===== src/rtl/spbuf_pkg.sv =====
package spbuf_pkg;
  typedef enum logic [1:0] {
    FILL_EMPTY = 2'b00,
    FILL_PART  = 2'b10,
    FILL_FULL  = 2'b11
  } fill_code_e;

  function automatic fill_code_e fill_of(input logic is_empty, input logic is_full);
    if (is_empty)     return FILL_EMPTY;
    else if (is_full) return FILL_FULL;
    else              return FILL_PART;
  endfunction
endpackage


===== src/rtl/spbuf_store.sv =====
module spbuf_store #(
  parameter int DATA_W = 32,
  parameter int DEPTH  = 2,
  localparam int AW    = (DEPTH > 1) ? $clog2(DEPTH) : 1
) (
  input  logic              clk,
  input  logic              rst,
  input  logic              we,
  input  logic [AW-1:0]     waddr,
  input  logic [DATA_W-1:0] wdata,
  input  logic              re,
  input  logic [AW-1:0]     raddr,
  output logic [DATA_W-1:0] rdata
);
  logic [DATA_W-1:0] mem [DEPTH];

  // write port: no reset so the array maps onto RAM
  always_ff @(posedge clk) begin
    if (we) mem[waddr] <= wdata;
  end

  // registered read port, holds its value when no read is made
  always_ff @(posedge clk) begin
    if (rst)     rdata <= '0;
    else if (re) rdata <= mem[raddr];
  end
endmodule


===== src/rtl/spbuf_chan.sv =====
module spbuf_chan
  import spbuf_pkg::*;
#(
  parameter int DATA_W = 32,
  parameter int DEPTH  = 2,
  localparam int AW    = (DEPTH > 1) ? $clog2(DEPTH) : 1,
  localparam int CW    = $clog2(DEPTH + 1)
) (
  input  logic              clk,
  input  logic              rst,
  input  logic              enable,
  input  logic              is_rx,
  input  logic              clr_err,
  input  logic              fs,
  input  logic              core_wr,
  input  logic [DATA_W-1:0] core_wdata,
  input  logic              core_rd,
  input  logic [DATA_W-1:0] ser_rx_data,
  output logic [DATA_W-1:0] core_rdata,
  output logic [DATA_W-1:0] ser_tx_data,
  output logic [1:0]        fill,
  output logic              err
);
  logic [CW-1:0] count_q, count_n;
  logic [AW-1:0] rd_ptr, wr_ptr, newest;
  logic          is_empty, is_full;
  logic          tx_push, tx_pop, tx_under;
  logic          rx_push, rx_pop, rx_over;
  logic          push, pop, we;
  logic [AW-1:0] waddr;
  logic [DATA_W-1:0] wdata, rd_word;
  fill_code_e    fill_q;

  function automatic logic [AW-1:0] bump(input logic [AW-1:0] p);
    return (p == AW'(DEPTH - 1)) ? '0 : p + AW'(1);
  endfunction

  assign is_empty = (count_q == '0);
  assign is_full  = (count_q == CW'(DEPTH));

  // all decisions use the occupancy before this cycle's accesses
  assign tx_push  = enable & ~is_rx & core_wr & ~is_full;
  assign tx_pop   = enable & ~is_rx & fs & ~is_empty;
  assign tx_under = enable & ~is_rx & fs & is_empty;
  assign rx_push  = enable & is_rx & fs & ~is_full;
  assign rx_over  = enable & is_rx & fs & is_full;
  assign rx_pop   = enable & is_rx & core_rd & ~is_empty;

  assign push   = tx_push | rx_push;
  assign pop    = tx_pop | rx_pop;
  assign newest = (wr_ptr == '0) ? AW'(DEPTH - 1) : wr_ptr - AW'(1);
  assign we     = push | rx_over;
  assign waddr  = rx_over ? newest : wr_ptr;
  assign wdata  = is_rx ? ser_rx_data : core_wdata;

  always_comb begin
    if (!enable) count_n = '0;
    else         count_n = count_q + CW'(push) - CW'(pop);
  end

  always_ff @(posedge clk) begin
    if (rst) begin
      count_q <= '0;
      rd_ptr  <= '0;
      wr_ptr  <= '0;
      fill_q  <= FILL_EMPTY;
      err     <= 1'b0;
    end else begin
      count_q <= count_n;
      fill_q  <= fill_of(count_n == '0, count_n == CW'(DEPTH));
      if (!enable) begin
        rd_ptr <= '0;
        wr_ptr <= '0;
        err    <= 1'b0;
      end else begin
        if (push) wr_ptr <= bump(wr_ptr);
        if (pop)  rd_ptr <= bump(rd_ptr);
        if (tx_under | rx_over) err <= 1'b1;
        else if (clr_err)       err <= 1'b0;
      end
    end
  end

  spbuf_store #(.DATA_W(DATA_W), .DEPTH(DEPTH)) u_store (
    .clk   (clk),
    .rst   (rst),
    .we    (we),
    .waddr (waddr),
    .wdata (wdata),
    .re    (pop),
    .raddr (rd_ptr),
    .rdata (rd_word)
  );

  // one read register serves both directions; only one is active per mode
  assign core_rdata  = rd_word;
  assign ser_tx_data = rd_word;
  assign fill        = fill_q;
endmodule


===== src/rtl/spbuf_top.sv =====
module spbuf_top #(
  parameter int DATA_W = 32,
  parameter int DEPTH  = 2,
  parameter int STAT_W = 32
) (
  input  logic              clk,
  input  logic              rst,
  input  logic              a_enable,
  input  logic              a_is_rx,
  input  logic              a_clr_err,
  input  logic              a_fs,
  input  logic              a_core_wr,
  input  logic [DATA_W-1:0] a_core_wdata,
  input  logic              a_core_rd,
  output logic [DATA_W-1:0] a_core_rdata,
  input  logic [DATA_W-1:0] a_ser_rx_data,
  output logic [DATA_W-1:0] a_ser_tx_data,
  input  logic              b_enable,
  input  logic              b_is_rx,
  input  logic              b_clr_err,
  input  logic              b_fs,
  input  logic              b_core_wr,
  input  logic [DATA_W-1:0] b_core_wdata,
  input  logic              b_core_rd,
  output logic [DATA_W-1:0] b_core_rdata,
  input  logic [DATA_W-1:0] b_ser_rx_data,
  output logic [DATA_W-1:0] b_ser_tx_data,
  output logic [STAT_W-1:0] status_word
);
  localparam int NCH     = 2;
  localparam int B_ERR_B = 26;
  localparam int B_ST_LO = 27;
  localparam int A_ERR_B = 29;
  localparam int A_ST_LO = 30;

  logic [NCH-1:0]    en_v, rx_v, clr_v, fs_v, wr_v, rd_v, err_v;
  logic [DATA_W-1:0] wd_v [NCH];
  logic [DATA_W-1:0] sr_v [NCH];
  logic [DATA_W-1:0] rdd_v [NCH];
  logic [DATA_W-1:0] txd_v [NCH];
  logic [1:0]        fill_v [NCH];

  // index 0 is channel A, index 1 is channel B
  assign en_v  = {b_enable,  a_enable};
  assign rx_v  = {b_is_rx,   a_is_rx};
  assign clr_v = {b_clr_err, a_clr_err};
  assign fs_v  = {b_fs,      a_fs};
  assign wr_v  = {b_core_wr, a_core_wr};
  assign rd_v  = {b_core_rd, a_core_rd};
  assign wd_v[0] = a_core_wdata;
  assign wd_v[1] = b_core_wdata;
  assign sr_v[0] = a_ser_rx_data;
  assign sr_v[1] = b_ser_rx_data;

  for (genvar c = 0; c < NCH; c++) begin : g_ch
    spbuf_chan #(.DATA_W(DATA_W), .DEPTH(DEPTH)) u_chan (
      .clk         (clk),
      .rst         (rst),
      .enable      (en_v[c]),
      .is_rx       (rx_v[c]),
      .clr_err     (clr_v[c]),
      .fs          (fs_v[c]),
      .core_wr     (wr_v[c]),
      .core_wdata  (wd_v[c]),
      .core_rd     (rd_v[c]),
      .ser_rx_data (sr_v[c]),
      .core_rdata  (rdd_v[c]),
      .ser_tx_data (txd_v[c]),
      .fill        (fill_v[c]),
      .err         (err_v[c])
    );
  end

  assign a_core_rdata  = rdd_v[0];
  assign a_ser_tx_data = txd_v[0];
  assign b_core_rdata  = rdd_v[1];
  assign b_ser_tx_data = txd_v[1];

  always_comb begin
    status_word                  = '0;
    status_word[A_ST_LO +: 2]    = fill_v[0];
    status_word[A_ERR_B]         = err_v[0];
    status_word[B_ST_LO +: 2]    = fill_v[1];
    status_word[B_ERR_B]         = err_v[1];
  end
endmodule


===== config.mk =====
export PLATFORM = sky130hd
export DESIGN_NAME = spbuf_top
export DESIGN_NICKNAME = d
export VERILOG_FILES = /design/src/rtl/spbuf_pkg.sv /design/src/rtl/spbuf_store.sv /design/src/rtl/spbuf_chan.sv /design/src/rtl/spbuf_top.sv
export SDC_FILE = /design/constraint.sdc
export NUM_CORES = 1
export LEC_CHECK = 0
export BUFFER_PORTS_ARGS = -buffer_cell sky130_fd_sc_hd__clkbuf_2
export CAP_MARGIN = 5
export CORE_MARGIN = 3
export CORE_UTILIZATION = 35
export DETAILED_ROUTE_END_ITERATION = 10
export GPL_ROUTABILITY_DRIVEN = 0
export SETUP_SLACK_MARGIN = 0.4
export SLEW_MARGIN = 20
export SYNTH_ARGS = -nofsm -noshare
export SYNTH_HDL_FRONTEND = slang
export SYNTH_SLANG_ARGS = --single-unit

===== constraint.sdc =====
create_clock -name clk -period 3.8 [get_ports clk]
set_clock_uncertainty 0.2 [all_clocks]
set_input_delay 0.57 -clock clk [delete_from_list [all_inputs] [get_ports clk]]
set_output_delay 0.57 -clock clk [all_outputs]
set_load 0.03 [all_outputs]

Word level (Yosys, flattened, before mapping)
Memories as Yosys holds them, arrays and structs flattened. A register that Yosys moved wholly into a read port is not among the register bits.
Index checks and enable logic that the tools add are counted.
{"block": "totals", "regBits": 14, "ramBits": 128, "inputBits": 142, "output_inout_bits": 160, "wordCells": 98, "memories": 2}
{"block": "classes", "n_addsub": 10, "n_eq_ne": 4, "mux": 22, "n_bitwise": 40, "n_reduce_logical": 10}
{"memory": "g_ch[0].u_chan.u_store.mem", "depth": 2, "word_bits": 32, "read_ports": 1, "rd_ports_with_merged_regs": 1, "wr": 1, "line_no": "spbuf_store.sv:15", "source": "logic [DATA_W-1:0] mem [DEPTH];"}
{"memory": "g_ch[1].u_chan.u_store.mem", "depth": 2, "word_bits": 32, "read_ports": 1, "rd_ports_with_merged_regs": 1, "wr": 1, "line_no": "spbuf_store.sv:15"}
{"op": "$mux 32", "count": 2}
{"op": "$and 1x1->1", "count": 24}
{"op": "$mux 1", "count": 18}
{"op": "$eq 2x2->1 const B", "count": 4}
{"op": "$logic_not 2->1", "count": 4}
{"op": "$not 1->1", "count": 8}
{"op": "$or 1x1->1", "count": 8}
{"op": "$reduce_or 2->1", "count": 4}
{"op": "$add 1x1->1 const B", "count": 4}
{"op": "$add 2x1->2", "count": 2}
{"op": "$mux 2", "count": 2}
{"op": "$reduce_bool 2->1", "count": 2}
{"op": "$sub 2x1->2", "count": 2}
{"op": "$sub 1x1->1 const B", "count": 2}

Logic depth before layout (Yosys ltp)
{"block": "depth", "ltp_word": 10, "mapped_depth": 11, "mapped_depth_nobuf": 8}

Cells and area by module
A second synthesis with hierarchy kept.
{"block": "unflattened", "cells_unflattened": 659, "hier_area_um2": 8934.8}
{"module": "spbuf_store", "instances": 2, "cells_each": 208, "area_per_inst_um2": 3372.0, "seq_area_each_um2": 2562.5}
{"module": "spbuf_chan", "instances": 2, "cells_each": 108, "area_per_inst_um2": 996.0, "seq_area_each_um2": 140.1}
{"module": "spbuf_top", "instances": 1, "cells_each": 27, "area_per_inst_um2": 198.9, "seq_area_each_um2": 0.0}

Worst setup path after synthesis
No wires, ideal clock.
{"block": "synth_timing", "path_type": "input port to flip-flop", "startpoint": "input a_is_rx", "endpoint": "memory g_ch[0].u_chan.u_store.mem[0][0], enable pin", "setup_ns": 0.435, "t_arrival_ns": 2.884, "t_required_ns": 3.165, "path_slack_ns": 0.281, "cell_stages": 4, "n_path_buf": 2, "cell_sequence": "buf_6 > clkbuf_1 > nand4_1 > mux2i_1"}
{"block": "synth_via", "elab_chain_len": 8, "elab_cells_between_ends": 13, "cone_classes": "mux (3); bitwise (10)"}
{"element": "start: declaration", "line_no": "spbuf_top.sv:9", "source": "input logic a_is_rx,"}
{"element": "$not 1->1", "line_no": "spbuf_chan.sv:42", "source": "assign tx_push = enable & ~is_rx & core_wr & ~is_full;"}
{"element": "$and 1x1->1 (3 in series)", "line_no": "spbuf_chan.sv:42"}
{"element": "$or 1x1->1", "line_no": "spbuf_chan.sv:49", "source": "assign push = tx_push | rx_push;"}
{"element": "$or 1x1->1", "line_no": "spbuf_chan.sv:52", "source": "assign we = push | rx_over;"}
{"element": "$mux 1", "line_no": "spbuf_store.sv:19", "source": "if (we) mem[waddr] <= wdata;"}
{"element": "$mux 1 (not written as such)", "line_no": "spbuf_store.sv:19"}
{"element": "end: declaration", "line_no": "spbuf_store.sv:15"}
Parallel ways exist; a longest one is shown, timed or not.

Worst setup path after layout
{"block": "layout_timing", "startpoint": "register g_ch[0].u_chan.count_q[0]", "endpoint": "memory g_ch[0].u_chan.u_store.mem[0][16], enable pin"}
{"block": "layout_via", "elab_chain_len": 7, "elab_cells_between_ends": 10, "cone_classes": "eq/ne (1); mux (3); bitwise (6)"}
{"element": "start: declaration", "line_no": "spbuf_chan.sv:24", "source": "logic [CW-1:0] count_q, count_n;"}
{"element": "start signal: assignment", "line_no": "spbuf_chan.sv:69", "source": "count_q <= count_n;"}
{"element": "$eq 2x2->1 (*)", "line_no": "spbuf_chan.sv:39", "source": "assign is_full = (count_q == CW'(DEPTH));"}
{"element": "$not 1->1", "line_no": "spbuf_chan.sv:42, spbuf_chan.sv:45"}
{"element": "$and 1x1->1 (on tied branches)", "line_no": "spbuf_chan.sv:42, spbuf_chan.sv:45"}
{"element": "$or 1x1->1", "line_no": "spbuf_chan.sv:49"}
{"element": "$or 1x1->1", "line_no": "spbuf_chan.sv:52"}
{"element": "$mux 1", "line_no": "spbuf_store.sv:19"}
{"element": "$mux 1 (not written as such)", "line_no": "spbuf_store.sv:19"}
Every way passes the cells marked *; elsewhere a longest branch is shown, timed or not.

==> results.cfg <==
[outcome]
status = completed

[finish]
drive_above_1_share_pct = 51.47
areaGrowthSynthToFinish_pct = 20.88
layout.nets = 1015
antenna_cells = 0

[timing]
fin_setup_tns_ns = 0
max-slew-margin-rel_pct = 39.13
setup_violations = 0
rsz0062_at_grt = false
finalCritPeriodShare_pct = 57.87
final_max_slew_viol_count = 0
fin_crit_ns = 2.199
final_hold_viol_count = 0
worstMarginPinSlew_ns = 0.9131
clock.fmax_ghz = 0.4547

[job]
max_cap_viol_count = 0

[clock_network]
cts_tree = built
clkLatencyLatePin_ns = 0.50
cts_resized = 0
clk_pin_slew_ns = 0.06
cts-root-buf = clkbuf_16
cts_setup_buffers = 0
htreeDepth = 1
hold_buffers = 0
cts_buffers = 23
cts.sink_count = 206
clk_path_buf_depth = 3

[synthesis]
syn_area_per_cell_sq_um = 13.92
synth_flop_cell = edfxtp_1
synthArstFlopShare_pct = 0
synthTopCellsByCount = 128 x edfxtp_1, 92 x buf_4, 78 x dfxtp_1, 70 x mux2i_1, 66 x a21oi_1
synth_top_area_share_pct = 41.46
synth.area.top_cells = edfxtp_1 41%, dfxtp_1 17%, mux2_2 7.8%
yosysMostFrequentCell = edfxtp_1
yosys_warnings = 0
synthDistinctLibCells = 28
synth_edf_count = 128
synth_cells = 666
post-synth-top-area-cell = edfxtp_1
seq_area_frac_synth_pct = 58.30
syn_area_sq_um = 9271
synth-seq-cells = 206

[worst_hold_path]
min_to = g_ch[1].u_chan.u_store.mem[1][1]
hp-start = b_core_wdata[1]
worstHoldPathType = in -> reg
whs_path_depth = 2

[grt]
antenna_found_initial = 0
grt_max_degree = 40
overflow = 0
grt_use_total_pct = 13.83
grt_first_pass_wirelength_mm = 31.79
grt_pass1_vias = 5864

[critical_path]
r2r_setup_slack_ns = 1.60
path_class = reg -> reg
r2r-end = g_ch[0].u_chan.u_store.mem[0][16]
crit_path_top_delay_cell = mux2i_4
crit_arrival_ns = 2.20
crit_family = multiplexers
cp_max_fo = 19
path_depth = 4
end_kind = register
max_stage_delay_ns = 0.64
critPathRequiredTime_ns = 3.80
crit_chain = nand2b_1 -> o2111ai_1 -> mux2i_4 -> buf_12
path_buf_inv = 1
ff2ff_path_depth = 4
worstReg2RegStart = g_ch[0].u_chan.count_q[0]
start_kind = register

[floorplan]
rows = 58
floorplan.initialDensity_pct = 36.19
boundaryPins = 302
die_y_um = 168.8
die_w_um = 168.8
dieArea_sq_um = 28480
core_sq_um = 25620

[power_and_ir_drop]
switchingPower_mw = 1.248
pwr-share-comb_pct = 10.2
p_per_area_nw_per_um2 = 479.1
p_int_mw = 4.121
seqPwrFrac_pct = 46.8
power_frac_clock_pct = 43.0
ir_worst_vdd_mv = 0.2642
p_leak_nw = 4.316
power_mw = 5.369
switching_share_pct = 23.24

[placement]
port_buffers = 275
dp.final_hpwl_mm = 13.81

[routing]
routedWlPerCell_um = 16.83
drt-pass1-iter-count = 4
post-route-drc-count = 0
detail_route.vias_per_cell = 4.664
drt_iter0_drc = 241
vias = 5672
antenna_left = 0
drt-total-wl_mm = 20.46
power by group through the flow:
stage	clock, mW	combinational [mW]	sequential, mW
detailed placement	0	0.554	2.56
finish	2.31	0.549	2.51
floorplan	0	0.372	2.59
global route	2.48	0.597	2.52
global placement	0	0.551	2.56
CTS	2.38	0.557	2.52
how the worst max path moves through the flow:
stage | from | end | slack (ns)
2_1_floorplan | a_is_rx | g_ch[0].u_chan.u_store.mem[0][0] | 0.83
3_3_place_gp | a_is_rx | g_ch[0].u_chan.u_store.mem[0][8] | 1.21
4_1_cts | g_ch[0].u_chan.count_q[0] | g_ch[0].u_chan.u_store.mem[0][16] | 1.54
6_report | g_ch[0].u_chan.count_q[0] | g_ch[0].u_chan.u_store.mem[0][16] | 1.60
3_5_place_dp | a_is_rx | g_ch[0].u_chan.u_store.mem[0][10] | 1.18
5_1_grt | g_ch[0].u_chan.count_q[0] | g_ch[0].u_chan.u_store.mem[0][2] | 1.43
kinds of logic (layout without fill, tap and decap cells):
group | after synthesis | in the layout | synth area share (%)
XOR/XNOR | 4 | 4 | 0.7018
flip-flops | 206 | 206 | 58.30
adder cells (fa/ha/maj) | 4 | 4 | 0.5398
multiplexers | 136 | 136 | 15.65
other | 1 | 26 | 0.04045
buffers and inverters | 147 | 342 | 10.62
AND/OR/NAND/NOR | 32 | 32 | 1.917
AO/OA/AOI/OAI | 136 | 136 | 12.23
per-stage QoR:
| stage | setup slack [ns] | instances | hold WS, ns | util, % | area (sq um) |
|---|---|---|---|---|---|
| CTS | 1.542 | 1216 | 0.1665 | 43.74 | 11200 |
| detailed placement | 1.178 | 1174 | 0.3311 | 40.60 | 10400 |
| global placement | 1.211 | 1174 | 0.3287 | 40.60 | 10400 |
| global route | 1.435 | 1216 | 0.1745 | 43.75 | 11210 |
| floorplan | 0.8299 | 691 | 0.3016 | - | 9380 |
| finish | 1.601 | 1216 | 0.1864 | 43.75 | 11210 |
worst register-to-register path, cell delays in order, from the launching register on:
cell,delay (ns)
dfxtp_1,0.36
nand2b_1,0.12
o2111ai_1,0.32
mux2i_4,0.64
buf_12,0.26
registers in the layout (all words and copies together) (netlist names):
| register | cells |
|---|---|
| g_ch.u_chan.wr_ptr | 2 |
| g_ch.u_chan.u_store.rdata | 64 |
| g_ch.u_chan.u_store.mem | 128 |
| g_ch.u_chan.err | 2 |
| g_ch.u_chan.count_q | 4 |
| g_ch.u_chan.rd_ptr | 2 |
| g_ch.u_chan.fill | 4 |
per-layer routing:
metal | share of wire [%] | vias to the layer above | global-route usage, %
met5 | 0 | - | 0
met4 | 2.4 | 0 | 3.593
met3 | 4.8 | 33 | 2.195
met2 | 50 | 160 | 24.46
met1 | 43 | 2723 | 17.68
li1 | - | 2756 | -
layout make-up:
type | instances | area [sq um]
clock buffer | 29 | 628.1
clock inverter | 13 | 175.2
fill | 2370 | 14410
inverter | 10 | 37.54
multi-input combinational | 338 | 3027
sequential | 206 | 5410
tap | 330 | 412.9
timing repair buffer | 290 | 1516
cell usage in the layout, fill, tap and decap left out, types with 14 or more instances in the layout:
master,Yosys,final
clkbuf_16,0,23
conb_1,1,26
mux2i_1,70,66
dfxtp_1,78,76
a211oi_2,56,56
buf_4,92,14
edfxtp_1,128,128
mux2_2,64,64
clkbuf_2,0,274
a21oi_1,66,66
Note: power is estimated with default switching activity, not from simulation.
